`config.mk`:
```
export PLATFORM = sky130hd
export DESIGN_NAME = dma_irq_regs
export DESIGN_NICKNAME = d
export VERILOG_FILES = /design/src/rtl/dma_irq_pkg.sv /design/src/rtl/dma_irq_evmap.sv /design/src/rtl/dma_irq_decode.sv /design/src/rtl/dma_irq_pending.sv /design/src/rtl/dma_irq_regs.sv
export SDC_FILE = /design/constraint.sdc
export NUM_CORES = 1
export LEC_CHECK = 0
export BUFFER_PORTS_ARGS = -buffer_cell sky130_fd_sc_hd__buf_2
export CORE_ASPECT_RATIO = 0.5
export CORE_UTILIZATION = 35
export CTS_BUF_LIST = sky130_fd_sc_hd__clkbuf_2
export DETAILED_ROUTE_END_ITERATION = 10
export SLEW_MARGIN = 10
export SYNTH_ARGS = -nofsm -noshare
export SYNTH_HDL_FRONTEND = slang
export SYNTH_SLANG_ARGS = --single-unit
export TNS_END_PERCENT = 30
```
`constraint.sdc`:
```
create_clock -name clk -period 2.8 [get_ports clk]
set_input_delay 0 -clock clk [delete_from_list [all_inputs] [get_ports clk]]
set_output_delay 0 -clock clk [all_outputs]
set_load 0.02 [all_outputs]
```
`src/rtl/dma_irq_pkg.sv`:
```
package dma_irq_pkg;

    localparam int REG_W    = 32;
    localparam int DED_BASE = 16;

    typedef enum logic [1:0] {
        SEL_ENABLE = 2'd0,
        SEL_STATUS = 2'd1,
        SEL_NONE   = 2'd2
    } reg_sel_e;

    // Mask of bits that belong to a defined channel event
    function automatic logic [REG_W-1:0] field_mask(input int n_norm, input int n_ded);
        logic [REG_W-1:0] m;
        m = '0;
        for (int i = 0; i < REG_W; i++) begin
            if (i < 2 * n_norm)
                m[i] = 1'b1;
            if ((i >= DED_BASE) && (i < DED_BASE + 2 * n_ded))
                m[i] = 1'b1;
        end
        return m;
    endfunction

endpackage

```
`src/rtl/dma_irq_evmap.sv`:
```
module dma_irq_evmap
    import dma_irq_pkg::*;
#(
    parameter int NUM_NORM = 4,
    parameter int NUM_DED  = 4
) (
    input  logic [NUM_NORM-1:0] norm_half,
    input  logic [NUM_NORM-1:0] norm_done,
    input  logic [NUM_DED-1:0]  ded_half,
    input  logic [NUM_DED-1:0]  ded_done,
    output logic [REG_W-1:0]    ev_vec
);

    logic [REG_W-1:0] norm_part;
    logic [REG_W-1:0] ded_part;

    always_comb begin
        norm_part = '0;
        ded_part  = '0;
        for (int n = 0; n < NUM_NORM; n++) begin
            norm_part[2*n]     = norm_half[n];
            norm_part[2*n + 1] = norm_done[n];
        end
        for (int m = 0; m < NUM_DED; m++) begin
            ded_part[DED_BASE + 2*m]     = ded_half[m];
            ded_part[DED_BASE + 2*m + 1] = ded_done[m];
        end
    end

    assign ev_vec = norm_part | ded_part;

endmodule

```
`src/rtl/dma_irq_decode.sv`:
```
module dma_irq_decode
    import dma_irq_pkg::*;
#(
    parameter int ADDR_W  = 4,
    parameter int ENA_OFF = 0,
    parameter int STA_OFF = 4
) (
    input  logic [ADDR_W-1:0] addr,
    output reg_sel_e          sel
);

    localparam logic [ADDR_W-1:0] ENA_A = ADDR_W'(ENA_OFF);
    localparam logic [ADDR_W-1:0] STA_A = ADDR_W'(STA_OFF);

    always_comb begin
        if (addr == ENA_A)
            sel = SEL_ENABLE;
        else if (addr == STA_A)
            sel = SEL_STATUS;
        else
            sel = SEL_NONE;
    end

endmodule

```
`src/rtl/dma_irq_pending.sv`:
```
module dma_irq_pending
    import dma_irq_pkg::*;
(
    input  logic             clk,
    input  logic             rst_n,
    input  logic [REG_W-1:0] set_vec,
    input  logic [REG_W-1:0] clr_vec,
    output logic [REG_W-1:0] pend
);

    genvar b;
    generate
        for (b = 0; b < REG_W; b++) begin : g_bit
            always_ff @(posedge clk or negedge rst_n) begin
                if (!rst_n)
                    pend[b] <= 1'b0;
                else if (set_vec[b])
                    pend[b] <= 1'b1;
                else if (clr_vec[b])
                    pend[b] <= 1'b0;
            end

            AST_SET_WINS: assert property (@(posedge clk) disable iff (!rst_n)
                set_vec[b] |=> pend[b]);
            AST_CLEAR_ONE: assert property (@(posedge clk) disable iff (!rst_n)
                (clr_vec[b] && !set_vec[b]) |=> !pend[b]);
            AST_NO_SPURIOUS: assert property (@(posedge clk) disable iff (!rst_n)
                (!pend[b] && !set_vec[b]) |=> !pend[b]);
            AST_KEEP_SET: assert property (@(posedge clk) disable iff (!rst_n)
                (pend[b] && !clr_vec[b]) |=> pend[b]);
        end
    endgenerate

endmodule

```
`src/rtl/dma_irq_regs.sv`:
```
module dma_irq_regs
    import dma_irq_pkg::*;
#(
    parameter int NUM_NORM = 4,
    parameter int NUM_DED  = 4,
    parameter int ADDR_W   = 4
) (
    input  logic                clk,
    input  logic                rst_n,
    input  logic                reg_wr,
    input  logic [ADDR_W-1:0]   reg_addr,
    input  logic [REG_W-1:0]    reg_wdata,
    output logic [REG_W-1:0]    reg_rdata,
    input  logic [NUM_NORM-1:0] norm_half,
    input  logic [NUM_NORM-1:0] norm_done,
    input  logic [NUM_DED-1:0]  ded_half,
    input  logic [NUM_DED-1:0]  ded_done,
    output logic                irq
);

    localparam logic [REG_W-1:0] FIELD_MASK = field_mask(NUM_NORM, NUM_DED);

    reg_sel_e         sel;
    logic [REG_W-1:0] ev_vec;
    logic [REG_W-1:0] en_q;
    logic [REG_W-1:0] set_vec;
    logic [REG_W-1:0] clr_vec;
    logic [REG_W-1:0] pend;
    logic             wr_en;
    logic             wr_sta;

    dma_irq_decode #(
        .ADDR_W  (ADDR_W),
        .ENA_OFF (0),
        .STA_OFF (4)
    ) u_decode (
        .addr (reg_addr),
        .sel  (sel)
    );

    dma_irq_evmap #(
        .NUM_NORM (NUM_NORM),
        .NUM_DED  (NUM_DED)
    ) u_evmap (
        .norm_half (norm_half),
        .norm_done (norm_done),
        .ded_half  (ded_half),
        .ded_done  (ded_done),
        .ev_vec    (ev_vec)
    );

    assign wr_en  = reg_wr && (sel == SEL_ENABLE);
    assign wr_sta = reg_wr && (sel == SEL_STATUS);

    // Enable register
    always_ff @(posedge clk or negedge rst_n) begin
        if (!rst_n)
            en_q <= '0;
        else if (wr_en)
            en_q <= reg_wdata & FIELD_MASK;
    end

    assign set_vec = ev_vec & en_q;
    assign clr_vec = wr_sta ? (reg_wdata & FIELD_MASK) : '0;

    dma_irq_pending u_pending (
        .clk     (clk),
        .rst_n   (rst_n),
        .set_vec (set_vec),
        .clr_vec (clr_vec),
        .pend    (pend)
    );

    // Read mux and interrupt output
    always_comb begin
        unique case (sel)
            SEL_ENABLE: reg_rdata = en_q;
            SEL_STATUS: reg_rdata = pend;
            default:    reg_rdata = '0;
        endcase
    end

    assign irq = |(pend & en_q);

    AST_EN_WRITE: assert property (@(posedge clk) disable iff (!rst_n)
        wr_en |=> (en_q == ($past(reg_wdata) & FIELD_MASK)));
    AST_EN_HOLD: assert property (@(posedge clk) disable iff (!rst_n)
        !wr_en |=> $stable(en_q));
    AST_RSVD_ZERO: assert property (@(posedge clk) disable iff (!rst_n)
        (reg_rdata & ~FIELD_MASK) == '0);
    AST_IRQ_CAUSE: assert property (@(posedge clk) disable iff (!rst_n)
        $rose(irq) |-> ($past(|ev_vec) || $past(reg_wr)));

endmodule

```
Word level (Yosys, flattened, before mapping)
Cells that the tools add are included.

Bits in registers: 48. Input port bits: 55. Output and inout bits: 33. Logic and storage cells: 143.

Equal/unequal tests: 2. Multiplexer cells: 68. Bitwise gates (word level): 3. Reduce and logical (&&, ||, !) cells: 37.

Operators by type and width (count): bitwise AND 32 x 24 -> 32 bit (2); two-way mux 1 bit (64); case mux 32 bit (2 select lines) (1); nonzero test 2 bit (32); OR reduction 32 bit (1); two-way mux 24 bit (1); bitwise OR 8 x 24 -> 24 bit (1); == test 4 x 3 -> 1 bit, second input constant (1); logical NOT 4 bit (1); two-way mux 2 bit (2); == test 2 x 1 -> 1 bit, second input constant (1); logical AND 1 bit (2); logical NOT 2 bit (1).

Depth between registers and ports, before layout
Depth after elaboration: 8. Mapped depth: 4. Depth with buffers taken out: 3.

Hierarchy
Synthesis repeated with hierarchy kept, for this count alone.

Cells, all modules: 264. Area total of the unflattened synthesis: 2731.4 µm².

Modules (own cells, without submodules): dma_irq_regs (times used 1, cells each 133, area an instance 1311.3 µm², sequential area each 400.4 µm²); dma_irq_pending (times used 1, cells each 96, area an instance 1161.1 µm², sequential area each 800.8 µm²); dma_irq_evmap (times used 1, cells each 33, area an instance 244.0 µm², sequential area each 0.0 µm²); dma_irq_decode (times used 1, cells each 2, area an instance 15.0 µm², sequential area each 0.0 µm²).

Least setup slack after synthesis
OpenSTA, ideal clock, no wires.

Path type: input port to flip-flop. Start point: input reg_addr[3]. End point: register en_q[0]. Setup time: 0.125 ns. Data arrival time: 1.062 ns. Data required time: 2.675 ns. Slack: 1.612 ns. Stages on the path: 4. Path buffers: 1. Cell sequence: nor4_4 > nand2_2 > buf_6 > mux2_4.

Cells in the longest elaborated chain, start to end: 5. Elaborated cells on any way between the ends: 6. Classes of those cells: eq/ne: 1; mux: 2; reduce/logical: 3.

Ends and longest elaborated chain: start, declared (line dma_irq_regs.sv:11) `input logic [ADDR_W-1:0] reg_addr,`; == test 4 x 3 -> 1 bit (line dma_irq_decode.sv:18) `else if (addr == STA_A)`; two-way mux 2 bit (line dma_irq_decode.sv:18); two-way mux 2 bit * (line dma_irq_decode.sv:16) `if (addr == ENA_A)`; logical NOT 2 bit * (line dma_irq_regs.sv:52) `assign wr_en = reg_wr && (sel == SEL_ENABLE);`; logical AND 1 bit * (line dma_irq_regs.sv:52); end signal, assigned (line dma_irq_regs.sv:60) `en_q <= reg_wdata & FIELD_MASK;`; end, declared (line dma_irq_regs.sv:25) `logic [REG_W-1:0] en_q;`.

Mark *: on every way between the ends. The rest lies on a longest branch, timed or not. A chain may end at the register's enable or synchronous reset.

Final worst setup path
Start point: register en_q[22]. End point: output irq.

Cells in the longest elaborated chain, start to end: 2.

Ends and longest elaborated chain: bitwise AND 32 x 24 -> 32 bit (line dma_irq_regs.sv:83) `assign irq = |(pend & en_q);`; OR reduction 32 bit (line dma_irq_regs.sv:83); end, declared (line dma_irq_regs.sv:18) `output logic irq`.

Every way passes these cells.

==> metrics <==
r2r worst-path depth 2; CTS tree done; routed length per placed instance between 10 and 15 um; Synth top cells by count 36 x a22o_1, 32 x dfrtp_1, 16 x buf_4, 16 x nand3_1, 10 x mux2_4; final wirelength between 4000 and 5000 um; CTS Buf Count 5; cell taking the most area after synthesis dfrtp_1; compound-cell area share of the yosys netlist a little over a fifth; Critical Path RT between 2 and 3 ns; reg2reg start en_q[7]; vias about 1400; Setup crit end kind output pin; Placer Congestion 0.708; WS Path Type register to output pin; pin count of the biggest net entering global routing 33; DIE AREA approximately 5000 um2; crit share post-route 59.3%; Synth area leaders dfrtp_1 48%, a22o_1 19%, mux2_4 9.1%; area delta synth->final 48.3%; row cnt 17; CTS root buf clkbuf_2; CTS H-tree lvls 2; final cell count without fillers 295; Rel. slew slack between 50% and 60%; synthesized flop and latch total 32; Peak Freq between 0.6 and 0.7 GHz; dpl cells between 200 and 250; Critical Path Fanout Max 4; peak supply drop 0.158 mV; Synth Area in XOR/XNOR 0%; Final Skew between 0.01 and 0.015 ns; # nets final 292; post-synthesis mux area share between 10% and 20%; Total Power around 1.1 mW; fraction of registers with async set or reset after synthesis between 90% and 100%; hold slack 0.186 ns; Cell Pwr Density between 400 and 500 nW/um2; ratio of cells with drive above 1 in the final layout a little over a third; outcome complete, no violations; post-CTS sizing 0; final antenna-violating net count 0; Total Neg Setup Slack 0 ns; RSZ-0062 raised after global routing false; residual DRC count 0; Core Util, Final a little under three fifths; total core area approximately 4500 um2; Register Area around 800 um2; leakage 1.16 nW; Crit path arrival time ~1.7 ns; multi-input logic area between 700 and 800 um2; Adder-Cell Fraction of Synth Area 0%; Simple-Gate Fraction of Synth Area 7.78%; clock sinks 32; slew of the pin with the lowest slew margin 0.687 ns; count of cell types in the netlist 16; IO Port Bufs 55; Post-CTS Setup Inserts 0; gr usage total ~17%; Diodes inserted 0; fill count 412; ys flop type dfrtp_1; Initial Util a little under two fifths; number of detailed-route iterations in the first pass 4; final setup fails 0; vias in the first global route around 1400; maxcap violations 0; synthesized area between 1500 and 2000 um2; most frequent cell after synthesis a22o_1; clock-pin slew on the worst setup and hold paths approximately 0.17 ns; Via density 4.89; Tmin final 1.66 ns; Synth top area share between 40% and 50%; final hold vios 0; DRT iter0 DRCs 60; min-delay worst type input pin to async pin; max-slew violation count 0; Die X just under 100 um; grt ovf 0; Yosys warnings 0; worst skew pair latency between 0.3 and 0.4 ns; first-pass GRT wire length between 6000 and 7000 um; syn avg cell area roughly 13 um2; initial antenna violation count 0; Seq/Total Area, Yosys ~48%; CP Launch Type register; combinational family with the most area after synthesis compound AO/OA/AOI/OAI gates; Longest Clk Path Bufs 2; Post-synth EDFFs 0; Critical Path Start en_q[22]; DIE HEIGHT 50.6 um; Syn Inst Count roughly 130; Top-Level Pins 88
-- path summary, 6_finish.rpt --
kind	end	slack, ns
min in group clk	en_q[0]	0.40
hold reg to reg	en_q[3]	0.59
setup / recovery	irq	1.14
setup reg to reg	u_pending.pend[7]	1.48
hold / removal	u_pending.pend[4]	0.19
max in group asynchronous	u_pending.pend[23]	2.17
-- per-layer routing --
layer	track usage [%]	share of wire, %	vias to the layer above
met4	5.88	0.37	0
met3	3.48	6.4	2
li1	-	-	695
met1	21.9	44	690
met2	28.9	49	56
met5	0	0	-
-- repair_timing --
| action | 4_1_cts | 5_1_grt |
|---|---|---|
| setup endpoints to repair | 0 | 0 |
| hold buffers | 49 | 0 |
| endpoints found under the hold margin | 64 | 0 |
-- layout make-up --
| cell class | count | share of cell area, % |
|---|---|---|
| sequential | 32 | 32.6 |
| multi-input combinational | 92 | 31.2 |
| tap | 57 | 2.90 |
| timing repair buffer | 106 | 31.8 |
| clock buffer | 5 | 1.02 |
| clock inverter | 3 | 0.560 |
-- registers in the layout, indices dropped and copies added (netlist names) --
register / count
u_pending.pend: 16
en_q: 16
-- critical path, cell delays in order (launching register included) --
cell      delay, ns
dfrtp_1        0.44
a22o_1         0.26
a221oi_1       0.31
nand4_1        0.12
buf_2          0.18
-- logic make-up after synthesis --
kind of cell	count (synthesis)
buf+inv	23
simple gates	20
mux	16
flops	32
compound gates	40
other cells	1
-- cells in the final DEF (no fill, tap or decap) --
cell type,n
nand2_2,1
buf_4,2
buf_2,55
clkinv_1,1
clkinv_2,2
nand3_1,16
nor4_4,1
dfrtp_1,32
clkbuf_2,5
conb_1,16
mux2_4,10
a22o_1,36
nand4_1,1
nor4b_4,1
a221oi_1,4
mux2_2,6
dlygate4sd3_1,49
-- per-stage QoR --
stage               setup slack (ns)  area, um2
floorplan                       1.61       1710
global placement                1.23       1930
detailed placement              1.23       1930
CTS                             1.10       2460
global route                    1.00       2460
finish                          1.14       2460
-- report_power, final --
group          internal (mW)  switching, mW  leakage [nW]  total [mW]
sequential             0.537         0.0768         0.343       0.614
combinational          0.194          0.121         0.791       0.314
clock                 0.0560          0.155        0.0302       0.211
Power figures use the tool's default switching activity.
